## src/rtl/rtc_pkg.sv

```systemverilog
package rtc_pkg;

  typedef enum logic [2:0] {
    SEL_HUND  = 3'd0,
    SEL_SEC   = 3'd1,
    SEL_MIN   = 3'd2,
    SEL_HOUR  = 3'd3,
    SEL_DOW   = 3'd4,
    SEL_DATE  = 3'd5,
    SEL_MONTH = 3'd6,
    SEL_YEAR  = 3'd7
  } rtc_sel_e;

  // Two-digit BCD increment without wrap handling.
  function automatic logic [7:0] bcd_inc(input logic [7:0] v);
    if (v[3:0] == 4'h9) return {v[7:4] + 4'd1, 4'h0};
    return {v[7:4], v[3:0] + 4'd1};
  endfunction

  // Last day of a BCD month; leap when the BCD year is a multiple of four.
  function automatic logic [7:0] month_len(input logic [7:0] mon, input logic [7:0] yr);
    logic [5:0] rem_sum;
    rem_sum = {1'b0, yr[7:4], 1'b0} + {2'b00, yr[3:0]};
    case (mon)
      8'h02:                      return ((rem_sum % 6'd4) == 6'd0) ? 8'h29 : 8'h28;
      8'h04, 8'h06, 8'h09, 8'h11: return 8'h30;
      default:                    return 8'h31;
    endcase
  endfunction

endpackage

```

## src/rtl/rtc_prescaler.sv

```systemverilog
module rtc_prescaler #(
  parameter int unsigned SRC_HZ  = 32768,
  parameter int unsigned TICK_HZ = 100
) (
  input  logic clk,
  input  logic rst_n,
  input  logic clr,
  input  logic run,
  input  logic src_en,
  output logic tick
);
  localparam int unsigned AW = $clog2(SRC_HZ + TICK_HZ + 1);
  localparam logic [AW-1:0] STEP = AW'(TICK_HZ);
  localparam logic [AW-1:0] LIM  = AW'(SRC_HZ);

  logic [AW-1:0] acc_q;
  logic [AW-1:0] sum;

  assign sum  = acc_q + STEP;
  assign tick = run && src_en && !clr && (sum >= LIM);

  always_ff @(posedge clk) begin
    if (!rst_n || clr) acc_q <= '0;
    else if (run && src_en) acc_q <= tick ? (sum - LIM) : sum;
  end

  AST_ACC_BOUND: assert property (@(posedge clk) disable iff (!rst_n) acc_q < LIM);
  AST_CLR_ZERO: assert property (@(posedge clk) disable iff (!rst_n) clr |=> acc_q == '0);
  AST_HOLD_IDLE: assert property (@(posedge clk) disable iff (!rst_n)
    (!clr && !(run && src_en)) |=> $stable(acc_q));

endmodule

```

## src/rtl/rtc_time_chain.sv

```systemverilog
module rtc_time_chain
  import rtc_pkg::*;
(
  input  logic       clk,
  input  logic       rst_n,
  input  logic       tick,
  input  logic       wr_fire,
  input  rtc_sel_e   wr_sel,
  input  logic [7:0] wr_data,
  output logic [7:0] hund_q,
  output logic       stop_q,
  output logic [6:0] sec_q,
  output logic [6:0] min_q,
  output logic [5:0] hour_q,
  output logic       day_inc
);
  logic c_h, c_s, c_m, c_d;

  assign c_h = (hund_q == 8'h99);
  assign c_s = c_h && (sec_q == 7'h59);
  assign c_m = c_s && (min_q == 7'h59);
  assign c_d = c_m && (hour_q == 6'h23);
  assign day_inc = tick && c_d;

  always_ff @(posedge clk) begin
    if (!rst_n) begin
      hund_q <= 8'h00;
      stop_q <= 1'b0;
      sec_q  <= 7'h00;
      min_q  <= 7'h00;
      hour_q <= 6'h00;
    end else if (wr_fire) begin
      hund_q <= 8'h00;
      case (wr_sel)
        SEL_SEC: begin
          stop_q <= wr_data[7];
          sec_q  <= wr_data[6:0];
        end
        SEL_MIN:  min_q  <= wr_data[6:0];
        SEL_HOUR: hour_q <= wr_data[5:0];
        default: ;
      endcase
    end else if (tick) begin
      hund_q <= c_h ? 8'h00 : bcd_inc(hund_q);
      if (c_h) sec_q  <= c_s ? 7'h00 : 7'(bcd_inc({1'b0, sec_q}));
      if (c_s) min_q  <= c_m ? 7'h00 : 7'(bcd_inc({1'b0, min_q}));
      if (c_m) hour_q <= c_d ? 6'h00 : 6'(bcd_inc({2'b00, hour_q}));
    end
  end

  AST_HUND_STEP: assert property (@(posedge clk) disable iff (!rst_n)
    (tick && hund_q[3:0] != 4'h9) |=> hund_q == $past(hund_q) + 8'd1);
  AST_HUND_BCD: assert property (@(posedge clk) disable iff (!rst_n)
    hund_q[3:0] <= 4'h9 && hund_q[7:4] <= 4'h9);
  AST_SEC_RANGE: assert property (@(posedge clk) disable iff (!rst_n)
    (!wr_fire && sec_q <= 7'h59) |=> sec_q <= 7'h59);
  AST_WRITE_ZERO_HUND: assert property (@(posedge clk) disable iff (!rst_n)
    wr_fire |=> hund_q == 8'h00);

endmodule

```

## src/rtl/rtc_date_chain.sv

```systemverilog
module rtc_date_chain
  import rtc_pkg::*;
(
  input  logic       clk,
  input  logic       rst_n,
  input  logic       day_inc,
  input  logic       wr_fire,
  input  rtc_sel_e   wr_sel,
  input  logic [7:0] wr_data,
  output logic [2:0] dow_q,
  output logic [7:0] date_q,
  output logic [7:0] month_q,
  output logic [7:0] year_q,
  output logic       cen_en_q,
  output logic       cent_q
);
  logic last_day, c_mo, c_y, c_c;

  assign last_day = (date_q == month_len(month_q, year_q));
  assign c_mo = day_inc && last_day;
  assign c_y  = c_mo && (month_q == 8'h12);
  assign c_c  = c_y && (year_q == 8'h99);

  always_ff @(posedge clk) begin
    if (!rst_n) begin
      dow_q    <= 3'd1;
      date_q   <= 8'h01;
      month_q  <= 8'h01;
      year_q   <= 8'h00;
      cen_en_q <= 1'b0;
      cent_q   <= 1'b0;
    end else if (wr_fire) begin
      case (wr_sel)
        SEL_HOUR: begin
          cen_en_q <= wr_data[7];
          cent_q   <= wr_data[6];
        end
        SEL_DOW:   dow_q   <= wr_data[2:0];
        SEL_DATE:  date_q  <= wr_data;
        SEL_MONTH: month_q <= wr_data;
        SEL_YEAR:  year_q  <= wr_data;
        default: ;
      endcase
    end else if (day_inc) begin
      dow_q  <= (dow_q == 3'd7) ? 3'd1 : dow_q + 3'd1;
      date_q <= last_day ? 8'h01 : bcd_inc(date_q);
      if (c_mo) month_q <= c_y ? 8'h01 : bcd_inc(month_q);
      if (c_y)  year_q  <= c_c ? 8'h00 : bcd_inc(year_q);
      if (c_c && cen_en_q) cent_q <= ~cent_q;
    end
  end

  AST_DOW_RANGE: assert property (@(posedge clk) disable iff (!rst_n)
    (day_inc && !wr_fire && dow_q >= 3'd1) |=> dow_q >= 3'd1);
  AST_DATE_NONZERO: assert property (@(posedge clk) disable iff (!rst_n)
    (day_inc && !wr_fire) |=> date_q != 8'h00);
  AST_CENT_HOLD: assert property (@(posedge clk) disable iff (!rst_n)
    (!wr_fire && !cen_en_q) |=> $stable(cent_q));

endmodule

```

## src/rtl/rtc_calendar_core.sv

```systemverilog
module rtc_calendar_core
  import rtc_pkg::*;
#(
  parameter int unsigned SRC_HZ  = 32768,
  parameter int unsigned TICK_HZ = 100
) (
  input  logic       clk,
  input  logic       rst_n,
  input  logic       src_en,
  input  logic       wr_valid,
  output logic       wr_ready,
  input  logic [2:0] wr_sel,
  input  logic [7:0] wr_data,
  output logic [7:0] hund_o,
  output logic [7:0] sec_o,
  output logic [7:0] min_o,
  output logic [7:0] hour_o,
  output logic [7:0] dow_o,
  output logic [7:0] date_o,
  output logic [7:0] month_o,
  output logic [7:0] year_o
);
  logic       wr_fire, tick, day_inc;
  logic       stop_q, cen_en_q, cent_q;
  logic [7:0] hund_q, date_q, month_q, year_q;
  logic [6:0] sec_q, min_q;
  logic [5:0] hour_q;
  logic [2:0] dow_q;
  rtc_sel_e   sel;

  assign wr_ready = 1'b1;
  assign wr_fire  = wr_valid;
  assign sel      = rtc_sel_e'(wr_sel);

  rtc_prescaler #(.SRC_HZ(SRC_HZ), .TICK_HZ(TICK_HZ)) u_presc (
    .clk(clk), .rst_n(rst_n), .clr(wr_fire), .run(!stop_q),
    .src_en(src_en), .tick(tick)
  );

  rtc_time_chain u_time (
    .clk(clk), .rst_n(rst_n), .tick(tick), .wr_fire(wr_fire),
    .wr_sel(sel), .wr_data(wr_data), .hund_q(hund_q), .stop_q(stop_q),
    .sec_q(sec_q), .min_q(min_q), .hour_q(hour_q), .day_inc(day_inc)
  );

  rtc_date_chain u_date (
    .clk(clk), .rst_n(rst_n), .day_inc(day_inc), .wr_fire(wr_fire),
    .wr_sel(sel), .wr_data(wr_data), .dow_q(dow_q), .date_q(date_q),
    .month_q(month_q), .year_q(year_q), .cen_en_q(cen_en_q), .cent_q(cent_q)
  );

  assign hund_o  = hund_q;
  assign sec_o   = {stop_q, sec_q};
  assign min_o   = {1'b0, min_q};
  assign hour_o  = {cen_en_q, cent_q, hour_q};
  assign dow_o   = {5'b00000, dow_q};
  assign date_o  = date_q;
  assign month_o = month_q;
  assign year_o  = year_q;

  AST_STOP_FREEZE: assert property (@(posedge clk) disable iff (!rst_n)
    (stop_q && !wr_valid) |=> $stable({hund_q, sec_q, min_q, hour_q, dow_q,
                                       date_q, month_q, year_q, cent_q}));
  AST_NO_TICK_ON_WRITE: assert property (@(posedge clk) disable iff (!rst_n)
    wr_valid |-> !tick);

endmodule

```

## config.mk

```make
export PLATFORM = sky130hd
export DESIGN_NAME = rtc_calendar_core
export DESIGN_NICKNAME = d
export VERILOG_FILES = /design/src/rtl/rtc_pkg.sv /design/src/rtl/rtc_prescaler.sv /design/src/rtl/rtc_time_chain.sv /design/src/rtl/rtc_date_chain.sv /design/src/rtl/rtc_calendar_core.sv
export SDC_FILE = /design/constraint.sdc
export NUM_CORES = 1
export LEC_CHECK = 0
export CORE_ASPECT_RATIO = 0.9
export CORE_MARGIN = 2
export CORE_UTILIZATION = 45
export DETAILED_ROUTE_END_ITERATION = 12
export GPL_TIMING_DRIVEN = 0
export HOLD_SLACK_MARGIN = 0.08
export PLACE_DENSITY = 0.74
export SYNTH_ARGS = -nofsm -noshare
export SYNTH_HDL_FRONTEND = slang
export SYNTH_HIERARCHICAL = 1
export SYNTH_SLANG_ARGS = --single-unit
```

## constraint.sdc

```tcl
create_clock -name clk -period 8.5 [get_ports clk]
set_input_delay 2.125 -clock clk [delete_from_list [all_inputs] [get_ports clk]]
set_output_delay 2.125 -clock clk [all_outputs]
set_load 0.05 [all_outputs]
```

### After elaboration in Yosys (flattened, before gate mapping)

Cells that the tools add are included.

| storage, ports and cells | value |
|---|---|
| input bits | 15 |
| bits in registers | 74 |
| output and inout port bits | 65 |
| word-level logic and storage cells | 212 |

| cells by class | value |
|---|---|
| add/subtract/negate cells | 18 |
| bitwise logic cells | 2 |
| order comparisons | 1 |
| mux-type cells | 88 |
| equality and inequality tests | 34 |
| reductions and logical operators | 50 |

Operator list:

| kind | count |
|---|---|
| $mux W8 | 23 |
| $mux W7 | 14 |
| $add A4 B1 Y4 const B | 11 |
| $mux W6 | 7 |
| $mux W1 | 38 |
| $eq A4 B4 Y1 const B | 7 |
| $reduce_and A3 Y1 | 7 |
| $reduce_and A4 Y1 | 5 |
| $reduce_bool A2 Y1 | 9 |
| $reduce_bool A3 Y1 | 6 |
| $add A16 B7 Y16 const B | 1 |
| $eq A8 B3 Y1 const B | 2 |
| $eq A8 B5 Y1 const B | 2 |
| $eq A8 B8 Y1 const B | 2 |
| $ge A16 B16 Y1 const B | 1 |
| $mux W16 | 1 |
| $pmux W8 S2 | 1 |
| $sub A16 B16 Y16 const B | 1 |
| $eq A3 B3 Y1 const B | 5 |
| $eq A7 B7 Y1 const B | 2 |
| $ne A2 B1 Y1 const B | 7 |
| $mux W3 | 4 |
| $logic_and A1 B1 Y1 | 11 |
| $reduce_and A2 Y1 | 5 |
| other kinds (15) | 21 |

### Longest topological paths before layout

| depth | value |
|---|---|
| word-level depth | 16 |
| depth in mapped cells | 13 |
| depth with buffers taken out | 11 |

### Cells and area by module

The synthesis kept the hierarchy.

By module, submodules not included:

| module | sequential area each (sq um) | cells an instance | times used | area an instance (sq um) |
|---|---|---|---|---|
| rtc_date_chain | 580.6 | 277 | 1 | 2,234.6 |
| rtc_time_chain | 580.6 | 222 | 1 | 1,865.5 |
| rtc_prescaler | 280.3 | 76 | 1 | 698.2 |
| rtc_calendar_core | 0.0 | 13 | 1 | 86.3 |

### Worst setup path before layout

No wires, ideal clock.

| timing path | value |
|---|---|
| kind | in2reg |
| from | input port src_en |
| to | register u_date.year_q[3] |
| setup slack | 4.172 ns |
| required time | 8.384 ns |
| data arrival time | 4.212 ns |
| path buffers | 1 |
| stages | 10 |
| library setup time | 0.116 ns |
| cell sequence | nand2_1 buf_4 a211oi_2 inv_1 nor4_1 inv_1 nor2_2 o2111ai_4 a221o_1 a31o_1 |

| between the ends | value |
|---|---|
| word-level cells in the longest chain between the ends | 11 |
| elaborated cells on any way between the ends | 14 |
| classes of those cells | 4 x mux; 10 x reduce/logical |

RTL lines:

| item | RTL line | RTL |
|---|---|---|
| start: declaration | rtc_calendar_core.sv:9 | `input logic src_en,` |
| $logic_and A1 B1 Y1 * (3 in a row) | rtc_prescaler.sv:20 | `assign tick = run && src_en && !clr && (sum >= LIM);` |
| named net tick | rtc_calendar_core.sv:23 | `logic wr_fire, tick, day_inc;` |
| $logic_and A1 B1 Y1 * | rtc_time_chain.sv:23 | `assign day_inc = tick && c_d;` |
| named net day_inc | rtc_calendar_core.sv:23 |  |
| $logic_and A1 B1 Y1 | rtc_date_chain.sv:20 | `assign c_mo = day_inc && last_day;` |
| $logic_and A1 B1 Y1 | rtc_date_chain.sv:21 | `assign c_y = c_mo && (month_q == 8'h12);` |
| $logic_and A1 B1 Y1 | rtc_date_chain.sv:22 | `assign c_c = c_y && (year_q == 8'h99);` |
| $mux W8 (2 in a row) | rtc_date_chain.sv:48 | `if (c_y) year_q <= c_c ? 8'h00 : bcd_inc(year_q);` |
| $mux W8 | rtc_date_chain.sv:44 | `end else if (day_inc) begin` |
| $mux W8 | rtc_date_chain.sv:32 | `end else if (wr_fire) begin` |
| end signal: assignment | rtc_date_chain.sv:41 | `SEL_YEAR: year_q <= wr_data;` |
| end signal: assignment | rtc_date_chain.sv:48 |  |
| end: declaration | rtc_date_chain.sv:13 | `output logic [7:0] year_q,` |

Mark *: on every way through the listed nets, which the timed path passes. The rest lies on a longest branch. The select of a mux whose other input is x is not followed.
A chain may end at the register's enable or synchronous reset.

### Worst setup path after layout

| timing path | value |
|---|---|
| from | input port src_en |
| to | register u_date.date_q[3] |

| between the ends | value |
|---|---|
| word-level cells in the longest chain between the ends | 6 |

RTL lines:

| item | RTL line | RTL |
|---|---|---|
| $logic_and A1 B1 Y1 (3 in a row) | rtc_prescaler.sv:20 |  |
| named net tick | rtc_calendar_core.sv:23 |  |
| $logic_and A1 B1 Y1 | rtc_time_chain.sv:23 |  |
| named net day_inc | rtc_calendar_core.sv:23 |  |
| $reduce_bool A2 Y1 (no line) | -- |  |
| $reduce_and A2 Y1 (no line) | -- |  |
| end signal: assignment | rtc_date_chain.sv:39 | `SEL_DATE: date_q <= wr_data;` |
| end signal: assignment | rtc_date_chain.sv:46 | `date_q <= last_day ? 8'h01 : bcd_inc(date_q);` |
| end: declaration | rtc_date_chain.sv:11 | `output logic [7:0] date_q,` |

The timed path passes the listed nets, and every way through them passes these cells.

==> impl_metrics.py <==
metrics = {
    "clock_tree": {
        "cts_tree": "built",
        "post_cts_buffers": 0,
        "hold_buffers": 0,
        "path_clk_slew_ns": 0.05,
        "cts_resized": 0,
        "h-tree-depth": 3,
        "cts_root_buffer": "clkbuf_16",
        "cts_inserted_buffers": 9,
        "cts_buffer_depth": 2,
        "clk_latency_ns": 0.34,
        "cts_sinks": 72,
    },
    "floorplanning": {
        "die_w_um": 113.8,
        "dieArea_um2": 11710,
        "initial_core_util_pct": 45.56,
        "fp.coreArea_um2": 10720,
        "pin_count": 80,
        "die_h_um": 102.8,
        "fp-row-count": 36,
    },
    "synth": {
        "ys_top_cells_by_count": "dfxtp_1 (72), nand2_1 (57), nor2_1 (43)",
        "synth_most_common_cell": "dfxtp_1",
        "ys.flop_type": "dfxtp_1",
        "yosys-top-cells-area": "dfxtp_1 (30%), ha_1 (7.2%), nand2_1 (4.4%), a21oi_1 (4.0%), nor2_1 (3.3%)",
        "syn_area_um2": 4885,
        "synth_area_leader_cell": "dfxtp_1",
        "synth_edf_count": 0,
        "synth-seq-area-share_pct": 29.51,
        "synth.distinct_cells": 101,
        "synthArstFlopShare_pct": 0,
        "synth_seq_cells": 72,
        "synth_top_area_share_pct": 29.51,
        "avgSynthCellArea_um2": 8.307,
        "ys_warn_count": 6,
        "syn_inst": 588,
    },
    "timing": {
        "tns_ns": 0,
        "fin_skew_ns": 0.005457,
        "period_needed_ns": 5.308,
        "finalSetupViolations": 0,
        "hold_viol_final": 0,
        "period_share_pct": 62.44,
        "grt_setup_unrepaired": "no",
        "tightestPinTransition_ns": 0.6748,
        "fmax_ghz": 0.1884,
        "slew_headroom_pct": 54.74,
        "drv_slew": 0,
        "finalWorstSetupSlack_ns": 3.192,
    },
    "flow_run": {
        "cap_violations": 0,
    },
    "setup_path": {
        "cp-start-kind": "input port",
        "critical_path.cell_chain": "clkdlybuf4s50_1 -> nand2_1 -> buf_4 -> a211oi_2 -> inv_1 -> nor4_1 -> inv_1 -> nor2_1 -> nor2b_1 -> or3b_2 -> a31oi_1 -> nor3_1",
        "critical_path.max_stage_delay_ns": 0.58,
        "required_ns": 8.73,
        "worstPathArrival_ns": 5.53,
        "ff2ff_setup_slack_ns": 4.55,
        "crit_fanout": 10,
        "crit_top_cell": "inv_1",
        "cpMaxStageDelayCell": "clkdlybuf4s50_1",
        "crit_type": "input port to register",
        "end_kind": "register",
    },
    "power": {
        "vdd_drop_max_mv": 0.1508,
        "powerDensity_nw_per_um2": 133.5,
        "power.static_leakage_nw": 2.234,
    },
    "routing": {
        "ant_nets": 0,
        "drc": 0,
        "drt_wl_total_um": 14040,
        "vias": 4913,
        "dr.pass1.iters": 5,
        "wl_per_cell_um": 17.31,
        "drtIter0Drc": 314,
        "vias_per_cell": 6.058,
    },
    "final_layout": {
        "area_delta_synth_final_pct": 23.51,
        "n_fill_cell": 1012,
        "drive_gt1_share_pct": 9.587,
        "instances_no_fill": 811,
        "final_net_count": 719,
        "multi_input_area_um2": 3119,
        "register_area_um2": 1441,
        "n_antenna_cell": 0,
    },
    "placement": {
        "gp_congestion": 0.9136,
        "dp.cells": 798,
        "dp_hpwl_um": 10350,
        "port_buffers": 72,
        "dp_slack_ns": 2.835,
    },
    "grt": {
        "grt_pass1_vias": 4491,
        "grt_start_max_net_pins": 12,
        "grt_pass1_wl_um": 22160,
        "grt_use_total_pct": 24.04,
        "overflow": 0,
        "antenna_found_initial": 0,
    },
    "worst_hold_path": {
        "hp-class": "register to register",
    },
    "run_status": {
        "outcome": "complete, no violations",
    },
}
## layout by cell type, fill, tap and decap left out, drive strengths merged, types with 12 or more instances in the layout
master	count
nor2	44
nand4	18
dfxtp	72
ha	28
nand2	57
clkbuf	24
o31ai	13
nand3	15
o21ai	32
nor3	12
inv	32
a21oi	39
clkdlybuf4s50	72
a31oi	13
buf	22
## cell families (layout without fill, tap and decap cells)
kind of cell	count (synthesis)	in the layout	share of synthesized area, %
compound gates	182	182	28.43
xor+xnor	6	6	1.076
fa+ha+maj	28	28	7.172
buf+inv	68	153	7.018
flops	72	72	29.51
mux	5	5	1.025
other cells	2	7	0.1537
simple gates	225	225	25.62
## worst max-delay path, delay by kind of cell
kind	cells	cell delay, ns
buf+inv	4	1.14
compound gates	2	0.53
simple gates	6	1.75
## final timing paths
path / endpoint / cells past startpoint / startpoint
setup / recovery: u_date/date_q[3] / 12 / src_en
hold / removal: u_presc/acc_q[14] / 2 / u_presc/acc_q[14]
setup reg to reg: u_date/date_q[3] / 11 / u_presc/acc_q[8]
hold reg to reg: u_presc/acc_q[14] / 2 / u_presc/acc_q[14]
## through the flow
stage	hold slack (ns)	utilization, %	area [um^2]	power, mW
2_1_floorplan	0.4430	-	4903	0.4401
3_3_place_gp	0.4612	54.01	5791	0.4785
3_5_place_dp	0.4668	54.01	5791	0.4810
4_1_cts	0.4757	56.28	6033	0.8112
5_1_grt	0.4849	56.28	6033	0.8383
6_report	0.4737	56.28	6033	0.8054
## cell type report
type                    count  share of cell area, %
multi-input cells         453                  51.70
flip-flops and latches     72                  23.89
repair buffers             72                  11.95
clock buffers              11                  3.857
plain buffers              35                  3.629
well taps                 133                  2.758
inverters                  33                  2.053
clock inverters             2                 0.1659
## layer usage
metal	track usage [%]	part of all wire, %	vias up
met3	6.643	7.8	22
met4	7.974	1.7	0
met5	0	0	-
li1	-	-	2360
met2	37.26	45	197
met1	32.66	46	2334
## report_power, final
part / switching, mW / internal, mW
Combinational: 0.0803 / 0.0419
Sequential: 0.00959 / 0.344
Clock: 0.138 / 0.191
Total: 0.228 / 0.578
## sequential cells by signal, summed over array words and instances (netlist names)
name / flops
u_presc/acc_q: 14
u_date/date_q: 8
u_date/month_q: 8
u_date/year_q: 8
u_time/hund_q: 8
u_time/min_q: 7
u_time/sec_q: 7
u_time/hour_q: 6
u_date/dow_q: 3
u_date/cen_en_q: 1
u_date/cent_q: 1
u_time/stop_q: 1
No activity file was read; power rests on OpenSTA's default activity.
